**src/rtl/spd_dec_pkg.sv**
```systemverilog
package spd_dec_pkg;

   typedef enum logic [1:0] {
      ST_OK        = 2'd0,
      ST_BAD_TYPE  = 2'd1,
      ST_BAD_FIELD = 2'd2
   } spd_status_e;

   localparam int         NUM_TIMINGS    = 12;
   localparam int         STREAM_LAST    = 29;
   localparam logic [7:0] DDR3_TYPE_CODE = 8'h0B;

   // output slot of each scaled timing
   localparam int TI_CK  = 0;
   localparam int TI_AA  = 1;
   localparam int TI_WR  = 2;
   localparam int TI_RCD = 3;
   localparam int TI_RRD = 4;
   localparam int TI_RP  = 5;
   localparam int TI_RAS = 6;
   localparam int TI_RC  = 7;
   localparam int TI_RFC = 8;
   localparam int TI_WTR = 9;
   localparam int TI_RTP = 10;
   localparam int TI_FAW = 11;

endpackage

```
**src/rtl/spd_byte_capture.sv**
```systemverilog
module spd_byte_capture #(
   parameter int BYTE_W   = 8,
   parameter int LAST_IDX = 29
) (
   input  logic                             clk,
   input  logic                             rst_n,
   input  logic                             clear,
   input  logic                             byte_valid,
   input  logic [BYTE_W-1:0]                byte_data,
   output logic [LAST_IDX:0][BYTE_W-1:0]    image,
   output logic                             last_seen
);
   localparam int IDX_W = $clog2(LAST_IDX + 2);

   if (LAST_IDX < 1) begin : g_bad_len
      $error("spd_byte_capture: LAST_IDX must be at least 1");
   end

   logic [IDX_W-1:0] idx_q;
   logic             armed_q;
   logic             take;

   assign take = armed_q && byte_valid && !clear;

   always_ff @(posedge clk or negedge rst_n) begin
      if (!rst_n) begin
         idx_q     <= '0;
         armed_q   <= 1'b0;
         last_seen <= 1'b0;
      end else begin
         last_seen <= take && (idx_q == IDX_W'(LAST_IDX));
         if (clear) begin
            idx_q   <= '0;
            armed_q <= 1'b1;
         end else if (take) begin
            if (idx_q == IDX_W'(LAST_IDX)) armed_q <= 1'b0;
            else                           idx_q   <= idx_q + 1'b1;
         end
      end
   end

   for (genvar g = 0; g <= LAST_IDX; g++) begin : g_slot
      always_ff @(posedge clk or negedge rst_n) begin
         if (!rst_n)                               image[g] <= '0;
         else if (take && idx_q == IDX_W'(g))      image[g] <= byte_data;
      end
   end

   AST_IDX_IN_RANGE: assert property (@(posedge clk) disable iff (!rst_n)
      idx_q <= IDX_W'(LAST_IDX));
   AST_DISARM_AFTER_LAST: assert property (@(posedge clk) disable iff (!rst_n)
      last_seen |-> !armed_q || $past(clear));

endmodule

```
**src/rtl/spd_field_decode.sv**
```systemverilog
module spd_field_decode
   import spd_dec_pkg::*;
#(
   parameter int SIZE_W = 32,
   parameter int RAW_W  = 16
) (
   input  logic [STREAM_LAST:0][7:0]           image,
   output logic                                type_ok,
   output logic                                field_bad,
   output logic [4:0]                          row_bits,
   output logic [4:0]                          col_bits,
   output logic [3:0]                          ranks,
   output logic [10:0]                         dev_width,
   output logic [10:0]                         bus_width,
   output logic                                ecc_en,
   output logic [SIZE_W-1:0]                   size_mb,
   output logic [15:0]                         cas_mask,
   output logic [15:0]                         tb_num,
   output logic [7:0]                          tb_den,
   output logic [NUM_TIMINGS-1:0][RAW_W-1:0]   raw_t
);
   localparam int WIDE_W = 48;

   if (RAW_W < 16) begin : g_bad_raw
      $error("spd_field_decode: RAW_W must hold a 16-bit count");
   end
   if (SIZE_W > WIDE_W) begin : g_bad_size
      $error("spd_field_decode: SIZE_W too wide");
   end

   logic [7:0] b_typ, b_dens, b_addr, b_org, b_bus;
   logic [WIDE_W-1:0] size_wide;
   logic [5:0] up_sh;
   logic [3:0] dn_sh;

   assign b_typ  = image[2];
   assign b_dens = image[4];
   assign b_addr = image[5];
   assign b_org  = image[7];
   assign b_bus  = image[8];

   assign type_ok = (b_typ == DDR3_TYPE_CODE);

   assign field_bad = (b_dens[6:4] > 3'd3) || (b_dens[3:0] > 4'd6) ||
                      (b_addr[5:3] > 3'd4) || (b_addr[2:0] > 3'd3) ||
                      (b_org[5:3]  > 3'd3) || (b_org[2:0]  > 3'd3) ||
                      (b_bus[4:3]  > 2'd1) || (b_bus[2:0]  > 3'd3) ||
                      (image[11] == 8'h00);

   assign row_bits  = 5'd12 + {2'b00, b_addr[5:3]};
   assign col_bits  = 5'd9  + {2'b00, b_addr[2:0]};
   assign ranks     = 4'd1  + {1'b0, b_org[5:3]};
   assign dev_width = 11'd4 << b_org[2:0];
   assign bus_width = 11'd8 << b_bus[2:0];
   assign ecc_en    = |b_bus[4:3];

   // size = ranks * 2^(dens+5) * 2^(bus+3) / 2^(dev+2)
   assign up_sh     = 6'(b_dens[3:0]) + 6'(b_bus[2:0]) + 6'd8;
   assign dn_sh     = 4'(b_org[2:0]) + 4'd2;
   assign size_wide = (WIDE_W'(ranks) << up_sh) >> dn_sh;
   assign size_mb   = size_wide[SIZE_W-1:0];

   assign cas_mask = {image[15], image[14]};
   assign tb_num   = {image[10], 8'h00};
   assign tb_den   = image[11];

   always_comb begin
      raw_t         = '0;
      raw_t[TI_CK]  = RAW_W'(image[12]);
      raw_t[TI_AA]  = RAW_W'(image[16]);
      raw_t[TI_WR]  = RAW_W'(image[17]);
      raw_t[TI_RCD] = RAW_W'(image[18]);
      raw_t[TI_RRD] = RAW_W'(image[19]);
      raw_t[TI_RP]  = RAW_W'(image[20]);
      raw_t[TI_RAS] = RAW_W'({image[21][3:0], image[22]});
      raw_t[TI_RC]  = RAW_W'({image[21][7:4], image[23]});
      raw_t[TI_RFC] = RAW_W'({image[25], image[24]});
      raw_t[TI_WTR] = RAW_W'(image[26]);
      raw_t[TI_RTP] = RAW_W'(image[27]);
      raw_t[TI_FAW] = RAW_W'({image[28][3:0], image[29]});
   end

   logic unused_bytes;
   assign unused_bytes = ^{image[0], image[1], image[3], image[6], image[9],
                           image[13], image[28][7:4], b_dens[7], b_addr[7:6],
                           b_org[7:6], b_bus[7:5], size_wide[WIDE_W-1:SIZE_W]};

endmodule

```
**src/rtl/spd_mtb_div.sv**
```systemverilog
module spd_mtb_div #(
   parameter int NUM_W = 16,
   parameter int DEN_W = 8
) (
   input  logic             clk,
   input  logic             rst_n,
   input  logic             start,
   input  logic [NUM_W-1:0] num,
   input  logic [DEN_W-1:0] den,
   output logic             done,
   output logic [NUM_W-1:0] quot,
   output logic [DEN_W-1:0] rem
);
   localparam int CNT_W = $clog2(NUM_W + 1);

   if (DEN_W > NUM_W) begin : g_bad_w
      $error("spd_mtb_div: divisor wider than dividend");
   end

   logic [CNT_W-1:0] cnt_q;
   logic             busy_q;
   logic [NUM_W-1:0] num_q;
   logic [DEN_W-1:0] den_q;
   logic [DEN_W:0]   trial;

   assign trial = {rem, quot[NUM_W-1]};

   always_ff @(posedge clk or negedge rst_n) begin
      if (!rst_n) begin
         cnt_q  <= '0;
         busy_q <= 1'b0;
         done   <= 1'b0;
         quot   <= '0;
         rem    <= '0;
         num_q  <= '0;
         den_q  <= '0;
      end else begin
         done <= 1'b0;
         if (start) begin
            quot   <= num;
            num_q  <= num;
            den_q  <= den;
            rem    <= '0;
            cnt_q  <= CNT_W'(NUM_W);
            busy_q <= 1'b1;
         end else if (busy_q) begin
            if (trial >= {1'b0, den_q}) begin
               rem  <= DEN_W'(trial - {1'b0, den_q});
               quot <= {quot[NUM_W-2:0], 1'b1};
            end else begin
               rem  <= trial[DEN_W-1:0];
               quot <= {quot[NUM_W-2:0], 1'b0};
            end
            cnt_q <= cnt_q - 1'b1;
            if (cnt_q == CNT_W'(1)) begin
               busy_q <= 1'b0;
               done   <= 1'b1;
            end
         end
      end
   end

   AST_DIV_EXACT: assert property (@(posedge clk) disable iff (!rst_n)
      done && den_q != '0 |->
         (NUM_W+DEN_W)'(quot) * (NUM_W+DEN_W)'(den_q) + (NUM_W+DEN_W)'(rem)
            == (NUM_W+DEN_W)'(num_q) && rem < den_q);
   AST_DIV_ONE_DONE: assert property (@(posedge clk) disable iff (!rst_n)
      done |=> !done);

endmodule

```
**src/rtl/spd_timing_scale.sv**
```systemverilog
module spd_timing_scale #(
   parameter int NT     = 12,
   parameter int RAW_W  = 16,
   parameter int MTB_W  = 16,
   parameter int OUT_W  = 32,
   parameter bit SERIAL = 1'b1
) (
   input  logic                        clk,
   input  logic                        rst_n,
   input  logic                        clear,
   input  logic                        start,
   input  logic [MTB_W-1:0]            mtb,
   input  logic [NT-1:0][RAW_W-1:0]    raw,
   output logic [NT-1:0][OUT_W-1:0]    results,
   output logic                        done
);
   localparam int IDX_W = $clog2(NT);

   if (NT < 2) begin : g_bad_nt
      $error("spd_timing_scale: NT must be at least 2");
   end
   if (OUT_W < RAW_W + MTB_W) begin : g_bad_out
      $error("spd_timing_scale: OUT_W cannot hold the product");
   end

   logic [NT-1:0][OUT_W-1:0] res_q;
   assign results = res_q;

   if (SERIAL) begin : g_serial
      logic [IDX_W-1:0] idx_q;
      logic             run_q;

      always_ff @(posedge clk or negedge rst_n) begin
         if (!rst_n) begin
            idx_q <= '0;
            run_q <= 1'b0;
            done  <= 1'b0;
            res_q <= '0;
         end else begin
            done <= 1'b0;
            if (clear) begin
               idx_q <= '0;
               run_q <= 1'b0;
               res_q <= '0;
            end else if (start) begin
               idx_q <= '0;
               run_q <= 1'b1;
            end else if (run_q) begin
               res_q[idx_q] <= OUT_W'(raw[idx_q]) * OUT_W'(mtb);
               if (idx_q == IDX_W'(NT - 1)) begin
                  run_q <= 1'b0;
                  done  <= 1'b1;
               end else begin
                  idx_q <= idx_q + 1'b1;
               end
            end
         end
      end

      AST_SCALE_IDX: assert property (@(posedge clk) disable iff (!rst_n)
         run_q |-> idx_q <= IDX_W'(NT - 1));
      AST_SCALE_MTB_STABLE: assert property (@(posedge clk) disable iff (!rst_n)
         run_q && $past(run_q) && !$past(start) && !$past(clear) |-> $stable(mtb));
   end else begin : g_parallel
      always_ff @(posedge clk or negedge rst_n) begin
         if (!rst_n) begin
            done  <= 1'b0;
            res_q <= '0;
         end else begin
            done <= 1'b0;
            if (clear) begin
               res_q <= '0;
            end else if (start) begin
               for (int i = 0; i < NT; i++)
                  res_q[i] <= OUT_W'(raw[i]) * OUT_W'(mtb);
               done <= 1'b1;
            end
         end
      end
   end

endmodule

```
**src/rtl/spd_field_decoder.sv**
```systemverilog
module spd_field_decoder
   import spd_dec_pkg::*;
#(
   parameter int  TIME_W       = 32,
   parameter int  SIZE_W       = 32,
   parameter bit  SERIAL_SCALE = 1'b1
) (
   input  logic              clk,
   input  logic              rst_n,
   input  logic              start,
   input  logic              byte_valid,
   input  logic [7:0]        byte_data,
   output logic              done,
   output logic [1:0]        status,
   output logic [4:0]        row_bits,
   output logic [4:0]        col_bits,
   output logic [3:0]        ranks,
   output logic [10:0]       dev_width,
   output logic [10:0]       bus_width,
   output logic              ecc_en,
   output logic [SIZE_W-1:0] size_mb,
   output logic [15:0]       cas_mask,
   output logic [TIME_W-1:0] t_ck,
   output logic [TIME_W-1:0] t_aa,
   output logic [TIME_W-1:0] t_wr,
   output logic [TIME_W-1:0] t_rcd,
   output logic [TIME_W-1:0] t_rrd,
   output logic [TIME_W-1:0] t_rp,
   output logic [TIME_W-1:0] t_ras,
   output logic [TIME_W-1:0] t_rc,
   output logic [TIME_W-1:0] t_rfc,
   output logic [TIME_W-1:0] t_wtr,
   output logic [TIME_W-1:0] t_rtp,
   output logic [TIME_W-1:0] t_faw
);
   localparam int RAW_W = 16;
   localparam int MTB_W = 16;
   localparam int DEN_W = 8;

   if (TIME_W < RAW_W + MTB_W) begin : g_bad_time
      $error("spd_field_decoder: TIME_W too narrow for scaled timings");
   end

   typedef enum logic [2:0] {PH_IDLE, PH_CAP, PH_DIV, PH_MUL, PH_DONE} phase_e;
   phase_e ph_q;

   logic [STREAM_LAST:0][7:0]         image;
   logic                              last_seen;
   logic                              type_ok, field_bad;
   logic [4:0]                        d_row, d_col;
   logic [3:0]                        d_ranks;
   logic [10:0]                       d_devw, d_busw;
   logic                              d_ecc;
   logic [SIZE_W-1:0]                 d_size;
   logic [15:0]                       d_cas;
   logic [MTB_W-1:0]                  tb_num;
   logic [DEN_W-1:0]                  tb_den;
   logic [NUM_TIMINGS-1:0][RAW_W-1:0] raw_t;
   logic [NUM_TIMINGS-1:0][TIME_W-1:0] tim;
   logic                              div_start, div_done;
   logic [MTB_W-1:0]                  div_quot;
   logic [DEN_W-1:0]                  div_unused_rem;
   logic                              scale_start, scale_done;
   logic [MTB_W-1:0]                  mtb;
   logic                              den_zero_q;
   spd_status_e                       status_q;

   spd_byte_capture #(.BYTE_W(8), .LAST_IDX(STREAM_LAST)) i_capture (
      .clk        (clk),
      .rst_n      (rst_n),
      .clear      (start),
      .byte_valid (byte_valid),
      .byte_data  (byte_data),
      .image      (image),
      .last_seen  (last_seen)
   );

   spd_field_decode #(.SIZE_W(SIZE_W), .RAW_W(RAW_W)) i_decode (
      .image     (image),
      .type_ok   (type_ok),
      .field_bad (field_bad),
      .row_bits  (d_row),
      .col_bits  (d_col),
      .ranks     (d_ranks),
      .dev_width (d_devw),
      .bus_width (d_busw),
      .ecc_en    (d_ecc),
      .size_mb   (d_size),
      .cas_mask  (d_cas),
      .tb_num    (tb_num),
      .tb_den    (tb_den),
      .raw_t     (raw_t)
   );

   assign div_start   = (ph_q == PH_CAP) && last_seen && type_ok && !start;
   assign scale_start = (ph_q == PH_DIV) && div_done && !start;
   assign mtb         = den_zero_q ? '0 : div_quot;

   spd_mtb_div #(.NUM_W(MTB_W), .DEN_W(DEN_W)) i_div (
      .clk   (clk),
      .rst_n (rst_n),
      .start (div_start),
      .num   (tb_num),
      .den   (tb_den),
      .done  (div_done),
      .quot  (div_quot),
      .rem   (div_unused_rem)
   );

   spd_timing_scale #(
      .NT     (NUM_TIMINGS),
      .RAW_W  (RAW_W),
      .MTB_W  (MTB_W),
      .OUT_W  (TIME_W),
      .SERIAL (SERIAL_SCALE)
   ) i_scale (
      .clk     (clk),
      .rst_n   (rst_n),
      .clear   (start),
      .start   (scale_start),
      .mtb     (mtb),
      .raw     (raw_t),
      .results (tim),
      .done    (scale_done)
   );

   always_ff @(posedge clk or negedge rst_n) begin
      if (!rst_n) begin
         ph_q <= PH_IDLE;
      end else if (start) begin
         ph_q <= PH_CAP;
      end else begin
         case (ph_q)
            PH_CAP:  if (last_seen)  ph_q <= type_ok ? PH_DIV : PH_DONE;
            PH_DIV:  if (div_done)   ph_q <= PH_MUL;
            PH_MUL:  if (scale_done) ph_q <= PH_DONE;
            default: ph_q <= ph_q;
         endcase
      end
   end

   always_ff @(posedge clk or negedge rst_n) begin
      if (!rst_n) begin
         status_q   <= ST_OK;
         den_zero_q <= 1'b0;
         row_bits   <= '0;
         col_bits   <= '0;
         ranks      <= '0;
         dev_width  <= '0;
         bus_width  <= '0;
         ecc_en     <= 1'b0;
         size_mb    <= '0;
         cas_mask   <= '0;
      end else if (start) begin
         status_q   <= ST_OK;
         den_zero_q <= 1'b0;
         row_bits   <= '0;
         col_bits   <= '0;
         ranks      <= '0;
         dev_width  <= '0;
         bus_width  <= '0;
         ecc_en     <= 1'b0;
         size_mb    <= '0;
         cas_mask   <= '0;
      end else if (ph_q == PH_CAP && last_seen) begin
         if (!type_ok) begin
            status_q <= ST_BAD_TYPE;
         end else begin
            status_q   <= field_bad ? ST_BAD_FIELD : ST_OK;
            den_zero_q <= (tb_den == '0);
            row_bits   <= d_row;
            col_bits   <= d_col;
            ranks      <= d_ranks;
            dev_width  <= d_devw;
            bus_width  <= d_busw;
            ecc_en     <= d_ecc;
            size_mb    <= d_size;
            cas_mask   <= d_cas;
         end
      end
   end

   assign done   = (ph_q == PH_DONE);
   assign status = status_q;

   assign t_ck  = tim[TI_CK];
   assign t_aa  = tim[TI_AA];
   assign t_wr  = tim[TI_WR];
   assign t_rcd = tim[TI_RCD];
   assign t_rrd = tim[TI_RRD];
   assign t_rp  = tim[TI_RP];
   assign t_ras = tim[TI_RAS];
   assign t_rc  = tim[TI_RC];
   assign t_rfc = tim[TI_RFC];
   assign t_wtr = tim[TI_WTR];
   assign t_rtp = tim[TI_RTP];
   assign t_faw = tim[TI_FAW];

   AST_DONE_STICKY: assert property (@(posedge clk) disable iff (!rst_n)
      done && !start |=> done);
   AST_START_CLEARS: assert property (@(posedge clk) disable iff (!rst_n)
      start |=> !done && status == 2'd0);
   AST_BAD_TYPE_BLANK: assert property (@(posedge clk) disable iff (!rst_n)
      done && status == 2'd1 |-> size_mb == '0 && row_bits == '0 && t_ck == '0
                                 && cas_mask == '0);
   AST_ROW_LEGAL_WHEN_OK: assert property (@(posedge clk) disable iff (!rst_n)
      done && status == 2'd0 |-> row_bits >= 5'd12 && row_bits <= 5'd16
                                 && col_bits <= 5'd12);
   AST_STATUS_STABLE: assert property (@(posedge clk) disable iff (!rst_n)
      done && !start |=> $stable(status));

endmodule

```
**config.mk**
```make
export PLATFORM = sky130hd
export DESIGN_NAME = spd_field_decoder
export DESIGN_NICKNAME = d
export VERILOG_FILES = /design/src/rtl/spd_dec_pkg.sv /design/src/rtl/spd_byte_capture.sv /design/src/rtl/spd_field_decode.sv /design/src/rtl/spd_mtb_div.sv /design/src/rtl/spd_timing_scale.sv /design/src/rtl/spd_field_decoder.sv
export SDC_FILE = /design/constraint.sdc
export NUM_CORES = 2
export LEC_CHECK = 0
export BUFFER_PORTS_ARGS = -buffer_cell sky130_fd_sc_hd__buf_2
export CORE_MARGIN = 2
export CORE_UTILIZATION = 59
export CTS_CLUSTER_DIAMETER = 50
export CTS_CLUSTER_SIZE = 8
export DETAILED_ROUTE_END_ITERATION = 8
export PLACE_DENSITY = 0.85
export SLEW_MARGIN = 40
export SYNTH_ARGS = -nofsm -noshare
export SYNTH_HDL_FRONTEND = slang
export SYNTH_SLANG_ARGS = --single-unit
```
**constraint.sdc**
```tcl
create_clock -name clk -period 8.7 [get_ports clk]
set_input_delay 1.74 -clock clk [delete_from_list [all_inputs] [get_ports clk]]
set_output_delay 1.74 -clock clk [all_outputs]
set_load 0.02 [all_outputs]
```
==> impl_metrics.csv <==
group,metric,value,unit
setup_path,r2r-start,"i_scale.g_serial.idx_q[0]",
synthesis,yosysUniqueCellTypes,78,
synthesis,synth_area,0.0398,mm2
global_route,grt_start_max_net_pins,140,
synthesis,synthArstFlopShare,100,%
clock_network,cts.clk_slew.worst_paths,0.05,ns
finish,area_growth,15.8,%
timing,rsz0062_at_grt,"false",
synthesis,yosysSeqAreaShare,43.9,%
setup_path,cp-endpoint,"i_scale.results[245]",
timing,tightest_slew,0.911,ns
setup_path,path_class,"reg2reg",
setup_path,crit_family,"adder cells",
timing,hold_viol,0,
floorplan,die_h,264,um
clock_network,root_buffer,"clkbuf_16",
routing,drt-initial-drc-count,4386,
timing,worst_hold_slack,0.470,ns
placed_design,globalplace.congestion,0.989,
placed_design,dp_hpwl,85900,um
setup_path,cp.arrival,8.92,ns
run,drv_cap,0,
clock_network,cts_tree,"built",
timing,slew_headroom,39.2,%
placed_design,io_buffers,477,
setup_path,path_depth,25,
clock_network,numCtsBuffers,100,
hold_path,worstHoldPathType,"reg2reg",
status,status,"completed",
setup_path,critPathCaptureType,"register",
floorplan,io_pins,484,
synthesis,yosys_register_bits,698,
routing,route.final.wire_length,128000,um
finish,nets,4857,
power,cellPowerDensity,172,mW/mm2
setup_path,startpoint,"i_scale.g_serial.idx_q[0]",
timing,final.period_utilization,95.6,%
global_route,grt_overflow,0,
synthesis,synth.area.top_cells,"dfrtp_1, fa_1, nand2_1, mux2_2, a21oi_1",
routing,ant_nets,0,
synthesis,synth_top_cell_by_area,"dfrtp_1",
routing,drt-vias-per-instance,6.32,
synthesis,synth-edff-count,0,
finish,diodes,0,
synthesis,netlist_instances,4139,
global_route,top_usage_layer,"met2",
global_route,grt_pass1_wl,200000,um
routing,vias,34200,
power,p_leak,22.6,nW
routing,drc,0,
setup_path,critical_path_buf_inv_count,7,
setup_path,ff2ff_path_depth,25,
timing,slew_violations,0,
setup_path,path_max_fanout,20,
routing,wl_per_cell,23.7,um
clock_network,worstSkewPairLatency,0.69,ns
finish,drive_gt1_share,21.6,%
global_route,met1_usage,45.9,%
setup_path,slowest_delay,0.72,ns
global_route,met2_usage,57.9,%
timing,fmax,0.120,GHz
floorplan,core_area,0.0670,mm2
floorplan,die_w,264,um
timing,fin_crit,8.31,ns
power,ir_worst_vdd,187,uV
global_route,grt_use_total,37.0,%
clock_network,cts_hold_buf,0,
global_route,grt_pass1_vias,34800,
setup_path,required,9.30,ns
timing,worst_clock_skew,0.0652,ns
setup_path,rrSetupSlack,0.39,ns
clock_network,cts_sinks,698,
setup_path,cpMostUsedCell,"fa_1",
setup_path,crit_slowest_cell,"xnor2_1",
routing,drtPass1Iterations,7,
synthesis,synth_area_per_cell,9.62,um2
setup_path,crit_path_start_kind,"register",
timing,setup_viol,0,
floorplan,start_util,59.4,%
floorplan,rows,95,
synthesis,netlist.area_leader.share,43.9,%
synthesis,yosysWarningCount,0,
global_route,grt.met3_usage,11.1,%
setup_path,r2r-end,"i_scale.results[245]",
global_route,antenna_found_initial,0,
floorplan,die_area,0.0696,mm2
clock_network,htree_num_levels,3,
synthesis,ys.flop_type,"dfrtp_1",
timing,setup_tns,0,ns
clock_network,clockBufferDepth,3,
[flip-flops by register name (all words and copies together), names as in the netlist, 2 cells and up]
| name | cells |
|---|---|
| status | 2 |
| col_bits | 5 |
| i_div.rem | 8 |
| i_div.den_q | 8 |
| row_bits | 4 |
| i_capture.idx_q | 5 |
| ph_q | 3 |
| size_mb | 32 |
| i_scale.g_serial.idx_q | 4 |
| cas_mask | 16 |
| i_capture.image | 178 |
| i_div.cnt_q | 5 |
| ranks | 4 |
| bus_width | 8 |
| dev_width | 8 |
| i_div.quot | 16 |
| i_scale.results | 384 |
[final cells by class]
cell class                 instances  area, um2
multi-input combinational       2880      20500
inverter                         263        987
fill                            4812      21000
timing repair buffer             574       3300
clock inverter                    10        199
clock buffer                     110       2590
tap                              873       1090
sequential                       698      17500
[cells by family after synthesis]
group                    share of synthesized area [%]
AND/OR/NAND/NOR                                   16.8
adder cells (fa/ha/maj)                           14.0
other                                          0.00942
AO/OA/AOI/OAI                                     10.9
multiplexers                                      8.13
flip-flops                                        43.9
XOR/XNOR                                         0.792
buffers and inverters                             5.50
[where the power goes]
part	leakage (nW)	internal [mW]	switching, mW
clock	1.35	2.09	1.44
combinational	11.7	0.299	0.640
sequential	9.59	3.37	0.111
total	22.6	5.76	2.19
[per-stage QoR]
| stage | cells | setup slack [ns] | cell area, um2 | total power, mW | util (%) |
|---|---|---|---|---|---|
| finish | 5408 | 0.385 | 46100 | 7.94 | 68.7 |
| CTS | 5405 | 0.311 | 46000 | 7.93 | 68.6 |
| global placement | 5282 | 0.322 | 43000 | 4.40 | 64.2 |
| detailed placement | 5285 | 0.335 | 43200 | 4.43 | 64.4 |
| global route | 5408 | 0.0381 | 46100 | 8.18 | 68.7 |
| floorplan | 4144 | 1.01 | 39800 | 4.07 | - |
[repair_timing]
action	CTS	global route
setup buffers	0	0
gates resized for setup	0	3
endpoints found under the setup margin	0	36
[Yosys cell counts, drive strengths merged, types with 8 or more instances]
cell type	n
xor2	13
a21o	20
inv	260
mux2i	68
mux2	183
mux4	22
a31oi	9
ha	132
o311ai	39
nor2b	26
xnor2	23
dfrtp	698
nand2	773
nor3	53
o21ai	109
clkbuf	255
o22a	10
nor2	371
o22ai	16
nand4	14
nand2b	47
a22o	9
a21oi	382
and2	9
a211o	14
fa	196
nor3b	18
nand3b	75
or2	23
buf	48
a22oi	8
a211oi	34
nand3	58
and3	24
[routing by layer]
layer	part of all wire [%]	vias to the layer above
li1	-	14500
met1	36	17000
met2	46	2179
met3	11	558
met4	6.5	2
met5	0.15	-
[how the worst min path moves through the flow]
| stage | startpoint | to | slack, ns | cells past startpoint |
|---|---|---|---|---|
| after floorplan | i_capture.image[82] | i_div.quot[10] | 0.44 | 2 |
| after global placement | i_capture.image[84] | i_div.quot[12] | 0.45 | 2 |
| after detailed placement | size_mb[22] | size_mb[22] | 0.46 | 1 |
| after CTS | i_capture.image[81] | i_div.quot[9] | 0.47 | 2 |
| after global routing | size_mb[6] | size_mb[6] | 0.48 | 1 |
| final | size_mb[5] | size_mb[5] | 0.47 | 1 |
[layout by cell type, fill, tap and decap left out, drive strengths merged, types with 110 or more instances in the layout]
| master | synthesis | layout |
|---|---|---|
| a21oi | 382 | 382 |
| buf | 48 | 574 |
| clkbuf | 255 | 110 |
| dfrtp | 698 | 698 |
| fa | 196 | 196 |
| ha | 132 | 132 |
| inv | 260 | 261 |
| mux2 | 183 | 183 |
| nand2 | 773 | 773 |
| nor2 | 371 | 371 |
Note: power is estimated with default switching activity, not from simulation.
